==> src/rtl/led_scroll_pkg.sv <==
package led_scroll_pkg;
  localparam int ROW_W = 4;
  localparam int ROWS  = 1 << ROW_W;

  typedef logic [ROW_W-1:0] row_t;

  // Glyph-row step at the end of a fetch pair.
  function automatic row_t next_glyph_row(row_t g, row_t off);
    return (g >= off) ? '0 : row_t'(g + 1'b1);
  endfunction

  // LED row on which glyph row g is shown for a given scroll offset.
  function automatic row_t led_row(row_t g, row_t off);
    return row_t'(g + (row_t'(ROWS - 1) - off));
  endfunction

  function automatic logic [ROWS-1:0] row_onehot(row_t r);
    logic [ROWS-1:0] v;
    v = '0;
    v[r] = 1'b1;
    return v;
  endfunction
endpackage

==> src/rtl/lsc_fetch_seq.sv <==
module lsc_fetch_seq (
  input  logic clk,
  input  logic rst_n,
  output logic active,
  output logic byte_hi,
  output logic pair_done
);
  always_ff @(posedge clk) begin
    if (!rst_n) begin
      active  <= 1'b0;
      byte_hi <= 1'b0;
    end else begin
      active <= 1'b1;
      if (active) byte_hi <= ~byte_hi;
    end
  end

  assign pair_done = active & byte_hi;
endmodule

==> src/rtl/lsc_scroll.sv <==
module lsc_scroll
  import led_scroll_pkg::*;
#(
  parameter int CHAR_W = 5
) (
  input  logic              clk,
  input  logic              rst_n,
  input  logic              scroll_tick,
  input  logic              pair_done,
  output row_t              glyph_row,
  output row_t              offset,
  output logic [CHAR_W-1:0] char_idx
);
  logic pend;
  logic tick_any;

  assign tick_any = pend | scroll_tick;

  always_ff @(posedge clk) begin
    if (!rst_n) begin
      pend      <= 1'b0;
      glyph_row <= '0;
      offset    <= '0;
      char_idx  <= '0;
    end else if (pair_done) begin
      if (tick_any) begin
        pend      <= 1'b0;
        offset    <= row_t'(offset + 1'b1);
        glyph_row <= '0;
        if (offset == row_t'(ROWS - 1)) char_idx <= char_idx + 1'b1;
      end else begin
        glyph_row <= next_glyph_row(glyph_row, offset);
      end
    end else begin
      pend <= tick_any;
    end
  end
endmodule

==> src/rtl/lsc_row_out.sv <==
module lsc_row_out
  import led_scroll_pkg::*;
#(
  parameter int BYTE_W = 8
) (
  input  logic                clk,
  input  logic                rst_n,
  input  logic                active,
  input  logic                byte_hi,
  input  logic                pair_done,
  input  logic [BYTE_W-1:0]   mem_data,
  input  row_t                glyph_row,
  input  row_t                offset,
  output logic [ROWS-1:0]     row_sel,
  output logic [2*BYTE_W-1:0] col_data
);
  logic [BYTE_W-1:0] lo_q;

  always_ff @(posedge clk) begin
    if (!rst_n) begin
      lo_q     <= '0;
      row_sel  <= '0;
      col_data <= '0;
    end else begin
      if (active && !byte_hi) lo_q <= mem_data;
      if (pair_done) begin
        col_data <= {mem_data, lo_q};
        row_sel  <= row_onehot(led_row(glyph_row, offset));
      end
    end
  end
endmodule

==> src/rtl/led_scroll_ctrl.sv <==
module led_scroll_ctrl
  import led_scroll_pkg::*;
#(
  parameter int CHAR_W = 5,
  parameter int BYTE_W = 8,
  localparam int ADDR_W = CHAR_W + ROW_W + 1
) (
  input  logic                clk,
  input  logic                rst_n,
  input  logic                scroll_tick,
  input  logic [BYTE_W-1:0]   mem_data,
  output logic                rd_n,
  output logic [ADDR_W-1:0]   mem_addr,
  output logic [ROWS-1:0]     row_sel,
  output logic [2*BYTE_W-1:0] col_data
);
  logic              active;
  logic              byte_hi;
  logic              pair_done;
  row_t              glyph_row;
  row_t              offset;
  logic [CHAR_W-1:0] char_idx;

  lsc_fetch_seq u_fetch (
    .clk       (clk),
    .rst_n     (rst_n),
    .active    (active),
    .byte_hi   (byte_hi),
    .pair_done (pair_done)
  );

  lsc_scroll #(.CHAR_W(CHAR_W)) u_scroll (
    .clk         (clk),
    .rst_n       (rst_n),
    .scroll_tick (scroll_tick),
    .pair_done   (pair_done),
    .glyph_row   (glyph_row),
    .offset      (offset),
    .char_idx    (char_idx)
  );

  lsc_row_out #(.BYTE_W(BYTE_W)) u_rows (
    .clk       (clk),
    .rst_n     (rst_n),
    .active    (active),
    .byte_hi   (byte_hi),
    .pair_done (pair_done),
    .mem_data  (mem_data),
    .glyph_row (glyph_row),
    .offset    (offset),
    .row_sel   (row_sel),
    .col_data  (col_data)
  );

  assign rd_n     = ~active;
  assign mem_addr = {char_idx, glyph_row, byte_hi};
endmodule

==> config.mk <==
export PLATFORM = sky130hd
export DESIGN_NAME = led_scroll_ctrl
export DESIGN_NICKNAME = d
export VERILOG_FILES = /design/src/rtl/led_scroll_pkg.sv /design/src/rtl/lsc_fetch_seq.sv /design/src/rtl/lsc_scroll.sv /design/src/rtl/lsc_row_out.sv /design/src/rtl/led_scroll_ctrl.sv
export SDC_FILE = /design/constraint.sdc
export NUM_CORES = 1
export LEC_CHECK = 0
export BUFFER_PORTS_ARGS = -buffer_cell sky130_fd_sc_hd__buf_2
export CAP_MARGIN = 30
export CORE_MARGIN = 5
export CORE_UTILIZATION = 53
export CTS_CLUSTER_SIZE = 40
export DETAILED_ROUTE_END_ITERATION = 10
export PLACE_DENSITY = 0.76
export SLEW_MARGIN = 20
export SYNTH_ARGS = -nofsm -noshare
export SYNTH_HDL_FRONTEND = slang
export SYNTH_HIERARCHICAL = 1
export SYNTH_SLANG_ARGS = --single-unit
==> constraint.sdc <==
create_clock -name clk -period 2.1 [get_ports clk]
set_clock_uncertainty 0.1 [all_clocks]
set_input_delay 0.42 -clock clk [delete_from_list [all_inputs] [get_ports clk]]
set_output_delay 0.42 -clock clk [all_outputs]
set_load 0.005 [all_outputs]
==> flow_summary.json <==
{
  "critPathKind": "flop to flop",
  "final_hold_viol_count": 0,
  "post-route-cell-area_um2": 2880,
  "ys_seq_area_share_pct": 46.2,
  "rr_startpoint": "u_scroll/glyph_row[0]",
  "hold_path.class": "primary input to flop",
  "synth.distinct_cells": 42,
  "avgSynthCellArea_um2": 10.8,
  "grt_setup_unrepaired": "true",
  "cts_max_path_buffers": 2,
  "grt_pass1_wl_mm": 7.65,
  "overflow": 0,
  "whs_path_depth": 3,
  "critPathMaxFanout": 7,
  "status": "finished, final reports clean",
  "cap_violations": 0,
  "synth-seq-cells": 56,
  "fp.dieH_um": 77.6,
  "die_area_um2": 6030,
  "wl_mm": 4.68,
  "synth_edf_count": 0,
  "rr_worst_depth": 6,
  "layout_commonest_cell": "dfxtp_1",
  "leakagePower_nw": 1.25,
  "ioPinCount": 54,
  "vdd_drop_max_uv": 512,
  "finalSetupTns_ns": 0,
  "drtPass1Iterations": 4,
  "syn-cell-area_um2": 2420,
  "max_freq_ghz": 0.505,
  "slew_headroom_pct": 49.7,
  "io_buffers": 53,
  "dp_hpwl_mm": 3.28,
  "fin_cells": 337,
  "async_flop_share_pct": 0,
  "via_per_inst": 5.26,
  "hold_path.startpoint": "mem_data[0]",
  "final_cell_mix": "56 x dfxtp_1, 53 x buf_2, 29 x nor2b_1, 25 x mux2i_1, 16 x a32o_1",
  "final.min_clock_period_ns": 1.98,
  "grt_max_degree": 40,
  "drtAntennaViolNets": 0,
  "grt_use_total_pct": 15.5,
  "dr_total_vias": 1771,
  "r2r_setup_slack_ns": 0.12,
  "cp-start-kind": "flop",
  "rows": 24,
  "htreeDepth": 2,
  "yosys_warnings": 6,
  "antenna_found_initial": 0,
  "required_ns": 2.25,
  "postSynthCellCount": 224,
  "clkSinkCount": 56,
  "cts_tree": "yes",
  "synth_ff_type": "dfxtp_1",
  "p_per_area_nw_per_um2": 646,
  "grt_pass1_vias": 1661,
  "final-setup-viol-count": 0,
  "syn_nets": 246,
  "tightest_slew_ns": 0.753,
  "drt-initial-drc-count": 73,
  "dp.cells": 329,
  "initial_utilization_pct": 55.3,
  "drc_errors": 0,
  "final_nets": 306,
  "fp.dieW_um": 77.6,
  "yosys-top-cells-area": "dfxtp_1 46%, mux2i_1 10%, nor2b_1 7.5%, a32o_1 6.6%, ha_1 5.2%",
  "r2r_end": "u_rows/row_sel[2]",
  "end_kind": "flop",
  "cp.arrival_ns": 2.13,
  "core_area_um2": 4380,
  "slew_viol_final": 0,
  "numCtsBuffers": 5,
  "yosysTopAreaCellShare_pct": 46.2,
  "crit_start": "u_scroll/glyph_row[0]",
  "n_antenna_cell": 0,
  "gp_congestion": 0.753,
  "area_growth_pct": 18.6,
  "min_to": "u_rows/lo_q[0]",
  "synth_top_area_cell": "dfxtp_1",
  "cts-resized-gates": 0,
  "post_cts_buffers": 0,
  "finalCritPeriodShare_pct": 94.2,
  "place_area_um2": 2790,
  "cts.clk_slew.worst_paths_ns": 0.10,
  "wl_per_cell_um": 13.9,
  "postCtsHoldBufs": 0,
  "drive_above_1_share_pct": 28.8,
  "cts_root_buf": "clkbuf_8",
  "insertion_delay_ns": 0.30
}
[sequential cells by signal, summed over array words and instances (netlist names)]
signal,count
u_rows/lo_q,8
u_scroll/glyph_row,4
u_fetch/byte_hi,1
u_scroll/pend,1
u_scroll/char_idx,5
u_fetch/active,1
u_rows/col_data,16
u_rows/row_sel,16
u_scroll/offset,4
[report_power, final]
part	total [mW]	switching [mW]	internal, mW
logic	0.161	0.0834	0.0771
registers	1.11	0.0176	1.09
clock network	0.591	0.354	0.238
[worst max-delay path, stage by stage (launching register included)]
cell and delay (ns):
dfxtp_1 0.46, ha_1 0.22, inv_1 0.06, fa_1 0.44, nand2b_1 0.17, nor2_1 0.25
a32o_1 0.23
[stage by stage]
step           utilization (%)  hold slack [ns]  setup WS, ns  power (mW)
2_1_floorplan                -            0.348         0.296        1.24
3_3_place_gp              63.4            0.342         0.220        1.29
3_5_place_dp              63.6            0.351         0.162        1.29
4_1_cts                   65.6            0.273         0.139        1.89
5_1_grt                   65.6            0.281      -0.00169        1.96
6_report                  65.6            0.284         0.121        1.86
[layer usage]
layer  track usage (%)  wire (um)  vias up
li1                  -          -      898
met1              20.1       2240      829
met2              25.1       2130       38
met3              3.36        254        6
met4              5.67         55        0
met5                 0          0        -
[synthesized netlist by cell type, types with 2 or more instances]
cell type  instances
nor4_2             2
buf_2              5
ha_1              10
clkbuf_1           3
nor2_1             7
xnor2_1            6
xor2_1             5
nand2b_1           2
nor3_1             2
nand2_1            7
nor2b_1           29
and2_1             8
a21boi_1           2
nand3_1            2
mux2i_1           25
a32o_1            16
o21ai_0            2
buf_1              2
dfxtp_1           56
inv_1             11
[worst max-delay path by stage]
stage	end	cells past startpoint
final	u_rows/row_sel[2]	6
after global routing	u_rows/row_sel[14]	6
after CTS	u_rows/row_sel[2]	6
after detailed placement	u_rows/row_sel[2]	6
after global placement	u_rows/row_sel[2]	6
after floorplan	u_rows/row_sel[1]	6
[cells by family (layout without fill, tap and decap cells)]
logic type                 Yosys count  count (layout)  share of synthesized area [%]
adders and majority gates           11              11                           5.99
AOI/OAI and AO/OA                   32              32                           12.6
and+or+nand+nor                     65              65                           16.3
DFF                                 56              56                           46.2
xor gates and xnor gates            12              12                           4.64
muxes                               25              25                           10.3
buffers and inverters               23              84                           3.97
[cell type report]
class,count,area [um2]
fillers,372,1510
flip-flops and latches,56,1120
well taps,52,65.1
clock inverters,3,21.3
inverters,12,45.0
clock buffers,5,68.8
multi-input cells,145,1210
repair buffers,64,348
Power figures use the tool's default switching activity.
